## src/rtl/sector_lock_guard.sv

```systemverilog
module sector_lock_guard #(
  parameter int ADDR_W  = 23,
  parameter int SEC_LSB = 16,
  parameter int SECTORS = 128,
  parameter int BP_W    = 4
) (
  input  logic              clk,
  input  logic              rst_n,
  input  logic              lr_rd_req,
  input  logic              lr_wr_req,
  input  logic [ADDR_W-1:0] lr_addr,
  input  logic [7:0]        lr_wdata,
  output logic              lr_done,
  output logic [7:0]        lr_rdata,
  input  logic              mod_req,
  input  logic [ADDR_W-1:0] mod_addr,
  input  logic              bp_protect,
  output logic              mod_grant,
  output logic              mod_fail,
  input  logic              wp_n,
  input  logic              hw_lock_en,
  input  logic              bp_wr_req,
  input  logic [BP_W-1:0]   bp_wdata,
  output logic [BP_W-1:0]   bp_value
);
  localparam int SEC_W = $clog2(SECTORS);

  logic [SECTORS-1:0] wl_q, ld_q;
  logic [SEC_W-1:0]   lr_sec, mod_sec;
  logic               lr_frozen, mod_block, bp_open;

  assign lr_sec    = lr_addr[SEC_LSB +: SEC_W];
  assign mod_sec   = mod_addr[SEC_LSB +: SEC_W];
  assign lr_frozen = ld_q[lr_sec];
  assign mod_block = wl_q[mod_sec] | bp_protect;
  assign bp_open   = wp_n | ~hw_lock_en;

  logic unused_bits;
  assign unused_bits = ^{lr_addr[SEC_LSB-1:0], mod_addr[SEC_LSB-1:0], lr_wdata[7:2]};

  always_ff @(posedge clk or negedge rst_n) begin
    if (!rst_n) begin
      wl_q      <= '0;
      ld_q      <= '0;
      lr_done   <= 1'b0;
      lr_rdata  <= '0;
      mod_grant <= 1'b0;
      mod_fail  <= 1'b0;
      bp_value  <= '0;
    end else begin
      if (lr_wr_req && !lr_frozen) begin
        wl_q[lr_sec] <= lr_wdata[0];
        ld_q[lr_sec] <= lr_wdata[1];
      end
      lr_done   <= lr_rd_req | lr_wr_req;
      lr_rdata  <= lr_rd_req ? {6'b0, ld_q[lr_sec], wl_q[lr_sec]} : 8'h00;
      mod_grant <= mod_req & ~mod_block;
      mod_fail  <= mod_req & mod_block;
      if (bp_wr_req && bp_open) bp_value <= bp_wdata;
    end
  end
endmodule

```

## config.mk

```make
export PLATFORM = sky130hd
export DESIGN_NAME = sector_lock_guard
export DESIGN_NICKNAME = d
export VERILOG_FILES = /design/src/rtl/sector_lock_guard.sv
export SDC_FILE = /design/constraint.sdc
export NUM_CORES = 1
export LEC_CHECK = 0
export BUFFER_PORTS_ARGS = -buffer_cell sky130_fd_sc_hd__buf_2
export CORE_MARGIN = 1.5
export CORE_UTILIZATION = 40
export CTS_CLUSTER_SIZE = 24
export DETAILED_ROUTE_END_ITERATION = 8
export GPL_ROUTABILITY_DRIVEN = 0
export PLACE_DENSITY = 0.53
export SETUP_SLACK_MARGIN = 0.02
export SLEW_MARGIN = 20
export SYNTH_ARGS = -nofsm -noshare
export SYNTH_HDL_FRONTEND = slang
export SYNTH_SLANG_ARGS = --single-unit
```

## constraint.sdc

```tcl
create_clock -name clk -period 2.8 [get_ports clk]
set_input_delay 0.56 -clock clk [delete_from_list [all_inputs] [get_ports clk]]
set_output_delay 0.56 -clock clk [all_outputs]
set_load 0.02 [all_outputs]
```

=== Word level (Yosys, flattened, before mapping) ===
Cells that the tools add are included.

* Register bits after elaboration: 265
* Input bits: 67
* Word-level logic and storage cells: 32

* Magnitude comparators: 3
* Multiplexer cells: 11
* Bitwise logic cells: 7
* Reductions and logical operators: 4

{| class="wikitable"
|+ Operators by type and width
! operator !! number
|-
| 128-bit bitwise mux || 2
|-
| 1-bit binary-select mux with 7-bit select || 3
|-
| 7-bit by 8-bit < comparator with 1-bit output (second input constant) || 2
|-
| 1-bit demux with 7-bit select || 1
|-
| 7-bit by 1-bit >= comparator with 1-bit output (second input constant) || 1
|-
| 1-bit 2-to-1 mux || 4
|-
| 1-bit logical AND || 3
|-
| 1-bit OR || 3
|-
| 1-bit bitwise AND || 2
|-
| 2-bit 2-to-1 mux || 1
|-
| 1-bit NOT || 2
|-
| 1-bit zero test || 1
|}

=== Depth between registers and ports, before layout ===
* Depth in word-level cells: 5
* Depth in mapped cells: 13
* Gate-level depth less buffers: 7

=== Worst setup path before layout ===
OpenSTA, ideal clock, no wires.

* Kind: input -> register
* Start: input port lr_addr[17]
* End: register wl_q[88]
* Library setup time: 0.125 ns
* Data arrival time: 2.653 ns
* Data required time: 2.675 ns
* Slack: 0.022 ns
* Stages: 12
* Path buffers: 5
* Path through: buf_2 > buf_2 > clkbuf_1 > and3b_1 > a22oi_1 > a31oi_1 > a21oi_1 > nand4_1 > buf_2 > buf_2 > nor3_1 > mux2_2

* Cells in the longest elaborated chain, start to end: 5

{| class="wikitable"
|+ RTL lines
! item !! RTL line !! RTL
|-
| start, declared || 11 || <nowiki>input logic [ADDR_W-1:0] lr_addr,</nowiki>
|-
| 7-bit by 8-bit < comparator with 1-bit output (not written as such) / 7-bit by 1-bit >= comparator with 1-bit output (equally long branches) || 52 || <nowiki>wl_q[lr_sec] <= lr_wdata[0];</nowiki>
|-
| 1-bit logical AND (not written as such) || 52 ||
|-
| 1-bit 2-to-1 mux (not written as such) || 52 ||
|-
| 1-bit demux with 7-bit select || 52 ||
|-
| 128-bit bitwise mux || 52 ||
|-
| end signal, assigned by index || 52 ||
|-
| end, declared || 28 || <nowiki>logic [SECTORS-1:0] wl_q, ld_q;</nowiki>
|}

Several ways; a longest one is shown, not always the timed one. The select of a mux whose other input is x is not followed.
A chain may end at the register's enable or synchronous reset.

=== Worst setup path in the final report ===
* Start: input port lr_addr[16]
* End: register ld_q[40]

* Cells in the longest elaborated chain, start to end: 5

{| class="wikitable"
|+ RTL lines
! item !! RTL line !! RTL
|-
| 7-bit by 8-bit < comparator with 1-bit output (not written as such) / 7-bit by 1-bit >= comparator with 1-bit output (equally long branches) || 53 || <nowiki>ld_q[lr_sec] <= lr_wdata[1];</nowiki>
|-
| 1-bit logical AND (not written as such) || 53 ||
|-
| 1-bit 2-to-1 mux (not written as such) || 53 ||
|-
| 1-bit demux with 7-bit select || 53 ||
|-
| 128-bit bitwise mux || 53 ||
|-
| end signal, assigned by index || 53 ||
|-
| end, declared || 28 ||
|}

Several ways; a longest one is shown, not always the timed one. The select of a mux whose other input is x is not followed.

==> flow_metrics.py <==
metrics = {
    "clock_network": {
        "clock_path_buffers": 3,
        "cts_resized": 0,
        "htree_levels": 1,
        "cts_made_buffers": 31,
        "clkTransAtPathRegs_ns": 0.06,
        "clk_latency_ns": 0.57,
        "numClockSinks": 265,
        "clock_tree.root_cell": "clkbuf_16",
        "cts_tree": "built",
    },
    "synth": {
        "avgSynthCellArea_sq_um": 11.7,
        "synth.most_common_cell": "dfrtp_1",
        "synth-seq-area-share_pct": 48.3,
        "synth_edf_count": 0,
        "ys.flop_type": "dfrtp_1",
        "synthCells": 1176,
        "synth.largest_area_cell": "dfrtp_1",
        "yosys_warnings": 0,
        "synthesis.area_sq_mm": 0.0137,
        "synthTopCellsByCount": "dfrtp_1, mux2_2, o21bai_1",
        "netlist_top_cells_area": "dfrtp_1, mux2_2, o21bai_1",
        "synth_cell_type_count": 58,
        "synth-seq-cells": 265,
        "synth_top_area_share_pct": 48.3,
        "synthArstFlopShare_pct": 100,
    },
    "floorplanning": {
        "dieArea_sq_mm": 0.0354,
        "ios": 82,
        "dieHeight_um": 188,
        "die_x_um": 188,
        "num_rows": 67,
        "fp.coreArea_sq_mm": 0.0336,
        "start_util_pct": 40.8,
    },
    "drt": {
        "ant_nets": 0,
        "vias": 10700,
        "firstDrtPassIters": 5,
        "drt-total-wl_um": 43400,
        "routed_via_density": 5.92,
        "first_iter_violations": 981,
        "drc": 0,
        "wl_per_cell_um": 24.0,
    },
    "finish": {
        "layout-drive-gt1-share_pct": 34.2,
        "areaGrowthSynthToFinish_pct": 22.9,
        "fill_cells": 3000,
        "final_nets": 1400,
        "fin_area_sq_mm": 0.0168,
    },
    "timing": {
        "worst_slack_ns": 0.159,
        "skew_ns": 0.0115,
        "drv_slew": 0,
        "post-route-period-util_pct": 94.3,
        "min_period_ns": 2.64,
        "final.setup.tns_ns": 0,
        "relSlewSlack_pct": 52.3,
        "setup_viol": 0,
        "max_freq_ghz": 0.379,
        "tightestPinTransition_ns": 0.716,
        "finalHoldViolCount": 0,
        "hold_slack_ns": 0.212,
        "grt_setup_unrepaired": "false",
    },
    "placement": {
        "io_buffers": 37,
        "dp_hpwl_um": 29800,
        "post_dp_cell_area_sq_mm": 0.0158,
        "dp_slack_ns": -0.403,
    },
    "power": {
        "peakVddDrop_mv": 0.468,
        "power_mw": 9.64,
        "powerDensity_mw_per_mm2": 572,
        "p_leak_nw": 7.39,
    },
    "grt": {
        "grt_max_degree": 73,
        "grt_pass1_wl_um": 67900,
        "grt_pass1_vias": 11100,
        "grt_antenna_before_repair": 2,
        "grt_overflow_total": 0,
        "grt_use_total_pct": 25.0,
    },
    "run": {
        "maxCapViolations": 0,
    },
    "setup_path": {
        "cp_top_family": "buffers and inverters",
        "critPathMaxStageDelay_ns": 0.41,
        "r2r_start": "ld_q[3]",
        "crit_path_end_kind": "flop",
        "startpoint_type": "primary input",
        "path_class": "primary input to flop",
        "path_buf_inv": 5,
        "startpoint": "lr_addr[16]",
        "critical_path_arrival_ns": 3.07,
        "path_cells": "buf_2, buf_4, and3b_1, buf_4, a22oi_1, a211oi_1, nor3_1, nand4_1, buf_12, nand4b_1, buf_4, o21bai_1",
        "cp_common_cell": "buf_4",
        "crit_fanout": 57,
        "critPathRequiredTime_ns": 3.23,
        "crit_slowest_cell": "and3b_1",
    },
    "outcome": {
        "status": "completed",
    },
    "worst_hold_path": {
        "min-delay-start": "mod_req",
        "hp-class": "primary input to flop",
    },
}
==> power breakdown <==
part / internal (mW) / leakage (nW) / switching, mW
clock network: 2.60 / 0.521 / 1.62
logic: 0.546 / 3.24 / 0.648
registers: 4.06 / 3.63 / 0.157
total: 7.21 / 7.39 / 2.43
==> worst reg2reg max path: cells and delay by family, from the launching register on <==
kind	cells	cell delay, ns
AOI/OAI and AO/OA	6	1.47
buffers and inverters	2	0.46
and+or+nand+nor	1	0.12
DFF	1	0.37
==> stage by stage <==
stage | utilization [%] | instances
after detailed placement | 46.9 | 1746
after global placement | 46.9 | 1746
final | 50.1 | 1805
after floorplan | - | 1181
after CTS | 50.1 | 1803
after global routing | 50.1 | 1804
==> worst paths after layout <==
kind / end / slack, ns / cells past startpoint
min reg2reg: ld_q[37] / 0.47 / 1
max: ld_q[40] / 0.16 / 12
min in group asynchronous: ld_q[43] / 0.52 / 2
max reg2reg: ld_q[40] / 0.29 / 9
min: mod_grant / 0.21 / 3
max in group asynchronous: wl_q[60] / 1.51 / 3
==> layout by cell type, fill, tap and decap left out, types with 29 or more instances in the layout <==
master / instances
clkbuf_16: 31
buf_2: 35
nand3_1: 55
mux2_2: 137
buf_12: 29
buf_4: 158
dfrtp_1: 265
o21bai_1: 128
nand2_1: 57
nor2_1: 31
mux4_2: 38
a22oi_1: 55
nor3_1: 57
==> layout make-up <==
cell class | count | area, sq um | share of cell area [%]
Multi-Input combinational cell | 800 | 6580 | 39.1
Sequential cell | 265 | 6630 | 39.4
Inverter | 11 | 41.3 | 0.245
Tap cell | 448 | 561 | 3.33
Timing Repair Buffer | 224 | 1970 | 11.7
Clock inverter | 9 | 148 | 0.876
Clock buffer | 47 | 916 | 5.44
Antenna cell | 1 | 2.50 | 0.0149
==> flip-flops by register name (all words and copies together) (netlist names) <==
signal	cells
lr_rdata	2
lr_done	1
mod_grant	1
bp_value	4
wl_q	128
ld_q	128
mod_fail	1
==> metal layers <==
metal	up-vias	share of wire, %	wire, um	GRT usage, %
met2	330	46	20100	39.4
met3	93	5.9	2550	3.24
li1	4799	-	-	-
met5	-	0	0	0
met1	5459	45	19500	35.4
met4	0	3.0	1280	8.65
==> timing repair <==
item / 4_1_cts / 5_1_grt
hold buffers: 1 / 0
setup buffers: 0 / 1
endpoints found under the hold margin: 43 / 0
setup endpoints to repair: 0 / 2
==> kinds of logic after synthesis <==
group / share of synthesized area, %
and+or+nand+nor: 11.7
buffers and inverters: 3.90
muxes: 19.0
other: 0.0273
DFF: 48.3
AOI/OAI and AO/OA: 17.0
Note: power is estimated with default switching activity, not from simulation.
